**src/rtl/lock_filt_pkg.sv**
```systemverilog
package lock_filt_pkg;
  localparam int unsigned RUN_W = 17;

  typedef enum logic {
    ST_UNLOCKED = 1'b0,
    ST_LOCKED   = 1'b1
  } lock_st_e;

  function automatic logic [RUN_W-1:0] code_to_lines(input logic [2:0] code);
    logic [RUN_W-1:0] n;
    case (code)
      3'd0:    n = RUN_W'(1);
      3'd1:    n = RUN_W'(2);
      3'd2:    n = RUN_W'(5);
      3'd3:    n = RUN_W'(10);
      3'd4:    n = RUN_W'(100);
      3'd5:    n = RUN_W'(500);
      3'd6:    n = RUN_W'(1000);
      default: n = RUN_W'(100000);
    endcase
    return n;
  endfunction
endpackage

```
**src/rtl/lock_rst_sync.sv**
```systemverilog
module lock_rst_sync #(
  parameter int unsigned STAGES = 2
) (
  input  logic clk,
  input  logic rst_n,
  output logic rst_n_sync
);
  logic [STAGES-1:0] sh_q;
  logic [STAGES-1:0] sh_d;

  always_comb sh_d = {sh_q[STAGES-2:0], 1'b1};

  always_ff @(posedge clk or negedge rst_n) begin
    if (!rst_n) sh_q <= '0;
    else        sh_q <= sh_d;
  end

  assign rst_n_sync = sh_q[STAGES-1];
endmodule

```
**src/rtl/lock_cond_sel.sv**
```systemverilog
module lock_cond_sel (
  input  logic clk,
  input  logic rst_n,
  input  logic raw_twin,
  input  logic raw_frun,
  input  logic fsc_lock,
  input  logic src_sel,
  input  logic fsc_en,
  output logic cond_o
);
  logic raw_pick;

  always_comb begin
    raw_pick = src_sel ? raw_twin : raw_frun;
    cond_o   = raw_pick & (fsc_lock | ~fsc_en);
  end

  // with the subcarrier gate enabled and no subcarrier lock, the condition is never true
  p_fsc_gate_r7: assert property (@(posedge clk) disable iff (!rst_n)
    (fsc_en && !fsc_lock) |-> !cond_o);

  // a deselected source alone cannot raise the condition
  p_src_pick_r6: assert property (@(posedge clk) disable iff (!rst_n)
    (src_sel && !raw_twin) || (!src_sel && !raw_frun) |-> !cond_o);
endmodule

```
**src/rtl/lock_thresh_lut.sv**
```systemverilog
module lock_thresh_lut
  import lock_filt_pkg::*;
#(
  parameter int unsigned N_SEL = 2
) (
  input  logic [N_SEL*3-1:0]     code_i,
  output logic [N_SEL*RUN_W-1:0] lines_o
);
  for (genvar g = 0; g < N_SEL; g++) begin : g_sel
    always_comb lines_o[g*RUN_W +: RUN_W] = code_to_lines(code_i[g*3 +: 3]);
  end
endmodule

```
**src/rtl/lock_hyst_fsm.sv**
```systemverilog
module lock_hyst_fsm
  import lock_filt_pkg::*;
#(
  parameter int unsigned CW = RUN_W
) (
  input  logic          clk,
  input  logic          rst_n,
  input  logic          line_stb,
  input  logic          cond_i,
  input  logic [CW-1:0] enter_lines,
  input  logic [CW-1:0] leave_lines,
  output logic          locked_o,
  output logic          cond_seen_o
);
  localparam logic [CW-1:0] RUN_MAX = CW'(100000);

  lock_st_e      st_q, st_d;
  logic [CW-1:0] run_q, run_d;
  logic          seen_q, seen_d;
  logic          opposing;
  logic [CW-1:0] thr;
  logic [CW-1:0] run_inc;
  logic          hit;

  always_comb begin
    opposing = (st_q == ST_LOCKED) ? ~cond_i : cond_i;
    thr      = (st_q == ST_LOCKED) ? leave_lines : enter_lines;
    run_inc  = run_q + CW'(1);
    hit      = (run_inc >= thr);
    st_d     = st_q;
    run_d    = run_q;
    seen_d   = seen_q;
    if (line_stb) begin
      seen_d = cond_i;
      if (!opposing) begin
        run_d = '0;
      end else if (hit) begin
        st_d  = (st_q == ST_LOCKED) ? ST_UNLOCKED : ST_LOCKED;
        run_d = '0;
      end else begin
        run_d = run_inc;
      end
    end
  end

  always_ff @(posedge clk or negedge rst_n) begin
    if (!rst_n) begin
      st_q   <= ST_UNLOCKED;
      run_q  <= '0;
      seen_q <= 1'b0;
    end else if (line_stb) begin
      st_q   <= st_d;
      run_q  <= run_d;
      seen_q <= seen_d;
    end
  end

  assign locked_o    = (st_q == ST_LOCKED);
  assign cond_seen_o = seen_q;

  // nothing moves without a line strobe
  p_hold_no_stb_r5: assert property (@(posedge clk) disable iff (!rst_n)
    !line_stb |=> $stable(st_q) && $stable(run_q) && $stable(seen_q));

  // a non-opposing strobe leaves the run empty
  p_run_clear_r4: assert property (@(posedge clk) disable iff (!rst_n)
    (line_stb && !opposing) |=> (run_q == '0));

  // the run never grows to the largest table entry without a switch
  p_run_bound_r2: assert property (@(posedge clk) disable iff (!rst_n)
    run_q < RUN_MAX);

  // a completed entry run locks on that edge
  p_enter_r2: assert property (@(posedge clk) disable iff (!rst_n)
    (line_stb && !locked_o && cond_i && (run_q + CW'(1) >= enter_lines)) |=> locked_o);

  // a completed leave run unlocks on that edge
  p_leave_r3: assert property (@(posedge clk) disable iff (!rst_n)
    (line_stb && locked_o && !cond_i && (run_q + CW'(1) >= leave_lines)) |=> !locked_o);

  // the reported condition follows the one sampled at the strobe
  p_seen_r8: assert property (@(posedge clk) disable iff (!rst_n)
    line_stb |=> (cond_seen_o == $past(cond_i)));
endmodule

```
**src/rtl/vid_lock_filter.sv**
```systemverilog
module vid_lock_filter
  import lock_filt_pkg::*;
(
  input  logic       clk,
  input  logic       rst_n,
  input  logic       line_stb,
  input  logic       raw_twin,
  input  logic       raw_frun,
  input  logic       fsc_lock,
  input  logic       src_sel,
  input  logic       fsc_en,
  input  logic [2:0] enter_code,
  input  logic [2:0] leave_code,
  output logic       locked_o,
  output logic [1:0] status_o
);
  localparam int unsigned N_SEL = 2;

  logic                   rst_n_s;
  logic                   cond;
  logic [N_SEL*RUN_W-1:0] lines;
  logic                   seen;
  logic                   locked;

  lock_rst_sync #(.STAGES(2)) u_rst (
    .clk        (clk),
    .rst_n      (rst_n),
    .rst_n_sync (rst_n_s)
  );

  lock_cond_sel u_cond (
    .clk      (clk),
    .rst_n    (rst_n_s),
    .raw_twin (raw_twin),
    .raw_frun (raw_frun),
    .fsc_lock (fsc_lock),
    .src_sel  (src_sel),
    .fsc_en   (fsc_en),
    .cond_o   (cond)
  );

  lock_thresh_lut #(.N_SEL(N_SEL)) u_lut (
    .code_i  ({leave_code, enter_code}),
    .lines_o (lines)
  );

  lock_hyst_fsm #(.CW(RUN_W)) u_fsm (
    .clk         (clk),
    .rst_n       (rst_n_s),
    .line_stb    (line_stb),
    .cond_i      (cond),
    .enter_lines (lines[0 +: RUN_W]),
    .leave_lines (lines[RUN_W +: RUN_W]),
    .locked_o    (locked),
    .cond_seen_o (seen)
  );

  assign locked_o = locked;
  assign status_o = {seen, locked};

  // the block is unlocked while held in reset
  p_reset_r1: assert property (@(posedge clk)
    !rst_n_s |-> (status_o == 2'b00));
endmodule

```
**config.mk**
```make
export PLATFORM = sky130hd
export DESIGN_NAME = vid_lock_filter
export DESIGN_NICKNAME = d
export VERILOG_FILES = /design/src/rtl/lock_filt_pkg.sv /design/src/rtl/lock_rst_sync.sv /design/src/rtl/lock_cond_sel.sv /design/src/rtl/lock_thresh_lut.sv /design/src/rtl/lock_hyst_fsm.sv /design/src/rtl/vid_lock_filter.sv
export SDC_FILE = /design/constraint.sdc
export NUM_CORES = 1
export LEC_CHECK = 0
export BUFFER_PORTS_ARGS = -buffer_cell sky130_fd_sc_hd__buf_2
export CAP_MARGIN = 40
export CELL_PAD_IN_SITES_DETAIL_PLACEMENT = 0
export CELL_PAD_IN_SITES_GLOBAL_PLACEMENT = 1
export CORE_MARGIN = 1
export CORE_UTILIZATION = 45
export CTS_BUF_LIST = sky130_fd_sc_hd__clkbuf_4 sky130_fd_sc_hd__clkbuf_8
export DETAILED_ROUTE_END_ITERATION = 8
export PLACE_DENSITY_LB_ADDON = 0.15
export SLEW_MARGIN = 15
export SYNTH_ARGS = -nofsm -noshare
export SYNTH_HDL_FRONTEND = slang
export SYNTH_SLANG_ARGS = --single-unit
```
**constraint.sdc**
```tcl
create_clock -name clk -period 2.25 [get_ports clk]
set_clock_uncertainty 0.2 [all_clocks]
set_input_delay 0.675 -clock clk [delete_from_list [all_inputs] [get_ports clk]]
set_output_delay 0.675 -clock clk [all_outputs]
set_load 0.05 [all_outputs]
```
==> summary.md <==
| Metric | Value |
|---|---|
| Startpoint Class | `flop` |
| Critical path endpoint category | `flop` |
| Final hold slack | `0.138 ns` |
| Most frequent cells in the layout | `69 x buf_4, 18 x dfrtp_1, 16 x buf_2` |
| Final setup margin | `-1.16 ns` |
| Fin crit share | `152%` |
| Mapped Cells | `200` |
| Relative slew margins | `46.8%` |
| Pre-CTS setup slack | `-1.08 ns` |
| IO Pins | `17` |
| Total iterations of the first detailed-routing run | `4` |
| Die Span Y | `64.7 µm` |
| Final core occ | `71.5%` |
| # DRC | `0` |
| Overall Global Routing Usage | `27.4%` |
| CTS tree | `built` |
| Initial antenna violation count | `0` |
| Core Rows | `22` |
| Detailed-route wire length per cell | `15.8 µm` |
| Mapped Nets | `228` |
| Synth warn | `0` |
| Final hold violations | `0` |
| Worst EP arrival | `3.42 ns` |
| Core area | `0.00372 mm²` |
| RSZ-0062 raised after global routing | `yes` |
| Vias in the first global route | `1930` |
| Worst-margin pin slew | `0.799 ns` |
| Vias/cell | `5.61` |
| Largest net degree at the start of global routing | `20` |
| Final Critical Period | `3.41 ns` |
| Clock sink count | `21` |
| Hold crit path type | `reg -> async` |
| DIE AREA | `0.00419 mm²` |
| Setup Viol. Count Final | `18` |
| ANT cells | `0` |
| Max Cap Viol | `0` |
| Maximum vdd drop | `0.373 mV` |
| Critical path type | `reg -> reg` |
| Grt ovf | `0` |
| Cell variety after synth | `48` |
| Via count | `1862` |
| First-iteration detailed-routing DRC count | `98` |
| Max-slew violations | `0` |
| Register area share after synthesis | `29.7%` |
| FF+latch count, synth | `21` |
| First-pass GRT wire length | `8820 µm` |
| Root Driver | `clkbuf_8` |
| Final nets | `313` |
| Final ANT Viol Nets | `0` |
| Clock Path Buffers | `2` |
| Leading cell type in the layout, fill and taps excluded | `buf_4` |
| Placed cell count | `319` |
| CTS Buf Count | `3` |
| HPWL Detailed | `3940 µm` |
| Area Overhead vs Synth | `50.1%` |
| GPL Wtd Cong | `0.893` |
| Pwr dens | `699 mW/mm²` |
| Final wirelength | `5240 µm` |
| Worst-Skew Late Latency | `0.27 ns` |
| Status | `finished, violations left` |
| Number of port buffers | `16` |
| Initial Utilization | `47.6%` |
| Worst endpoint required time | `2.26 ns` |
| FMAX | `0.293 GHz` |
| Htree depth | `1` |
| Synthesized cell area | `0.00177 mm²` |
| P_leak | `1.32 nW` |
| Failing checks | `setup timing` |
| CTS clk-pin slew, worst paths | `0.09 ns` |
| Crit path max fanout | `5` |
| Mean Syn Cell Area | `8.85 µm²` |
| Post-Layout Cell Count | `332` |
| Die span in x | `64.7 µm` |
| Overall Power | `0.00186 W` |
| Share of cells above drive strength 1 | `47.2%` |
==> synthesized netlist by cell type (all sizes together) <==
cell     instances  area share [%]
buf              5             2.0
a211oi           4             1.7
o311ai           1            0.49
nor2            20             4.7
o21a             1            0.42
o211ai           1            0.42
o41ai            1            0.92
nor4             4             3.0
nand2           20             4.4
o22ai            1            0.35
nor3             7             2.0
xnor2            7             3.5
o311a            1            0.57
o21ai           10             2.8
o31ai            1            0.42
mux2i            3             1.7
nand3           12             3.7
a32oi            2            0.99
a22o            13             6.4
mux2             3             1.9
a21o             3             1.3
conb             1            0.21
dfrtp           21              30
clkbuf           6             1.3
and3             4             1.4
ha              14             9.9
nor2b            3             1.1
a31oi            5             2.6
a221oi           1            0.49
clkinv           1            0.21
o2bb2ai          1            0.49
a21oi            6             1.9
nand4            4             1.8
nand2b           2            0.71
inv              3            0.64
xor2             8             4.0
==> critical path: stages, from the launching register on <==
cell	delay [ns]
dfrtp_2	0.40
ha_4	0.15
nand4_4	0.13
nor2_4	0.11
nand4_1	0.18
nor2_2	0.15
xor2_1	0.24
ha_1	0.31
a211oi_2	0.25
nand2_1	0.14
nor4_4	0.36
a31oi_4	0.19
buf_4	0.19
o21ai_0	0.19
a22o_1	0.15
==> stage by stage <==
stage / TNS [ns] / area, µm²
after floorplan: -14.85 / 1870
after global placement: -17.72 / 2410
after detailed placement: -18.77 / 2410
after CTS: -15.63 / 2610
after global routing: -22.64 / 2660
final: -19.41 / 2660
==> routing by layer <==
metal | global-route usage (%) | up-vias | share of wire (%)
met5 | 0 | - | 0
met4 | 10.3 | 0 | 1.6
met3 | 2.82 | 9 | 3.5
met2 | 48.7 | 39 | 51
met1 | 33.8 | 906 | 43
li1 | - | 908 | -
==> path summary, 6_finish.rpt <==
| kind | startpoint | endpoint | slack [ns] | cells after the start |
|---|---|---|---|---|
| max in group asynchronous | u_rst.sh_q[1] | u_fsm.locked_o | 1.15 | 0 |
| min | u_rst.sh_q[1] | u_fsm.run_q[10] | 0.14 | 0 |
| min reg2reg | u_rst.sh_q[1] | u_fsm.run_q[10] | 0.14 | 0 |
| min in group clk | u_rst.sh_q[0] | u_rst.sh_q[1] | 0.16 | 0 |
| max reg2reg | u_fsm.run_q[0] | u_fsm.run_q[5] | -1.16 | 14 |
| max | u_fsm.run_q[0] | u_fsm.run_q[5] | -1.16 | 14 |
==> sequential cells by signal (all words and copies together) (netlist names) <==
| name | count |
|---|---|
| u_fsm.locked_o | 1 |
| u_rst.sh_q | 2 |
| u_fsm.run_q | 17 |
| u_fsm.cond_seen_o | 1 |
==> final cells by class <==
cell class,instances,area (µm²)
multi-input cells,164,1340
fillers,290,1060
repair buffers,91,664
flip-flops and latches,21,529
well taps,48,60.1
clock buffers,3,41.3
inverters,4,15.0
clock inverters,1,7.51
==> cells by family after synthesis <==
kind of cell / after synthesis / share of synthesized area (%)
AOI/OAI and AO/OA: 52 / 22.3
xor gates and xnor gates: 15 / 7.42
adders and majority gates: 14 / 9.89
buffers and inverters: 15 / 4.24
DFF: 21 / 29.7
muxes: 6 / 3.60
other: 1 / 0.212
and+or+nand+nor: 76 / 22.6
==> where the power goes <==
part | total (W) | internal [W] | switching, W
combinational | 0.00112 | 0.000539 | 0.000585
sequential | 0.000466 | 0.000414 | 0.0000523
clock | 0.000268 | 0.000126 | 0.000143
==> timing repair <==
action	4_1_cts	5_1_grt
pin swaps	21	13
resized for setup	22	6
hold buffers	1	0
setup buffers	7	4
hold endpoints to repair	2	0
setup endpoints to repair	18	18
Note: power is estimated with default switching activity, not from simulation.
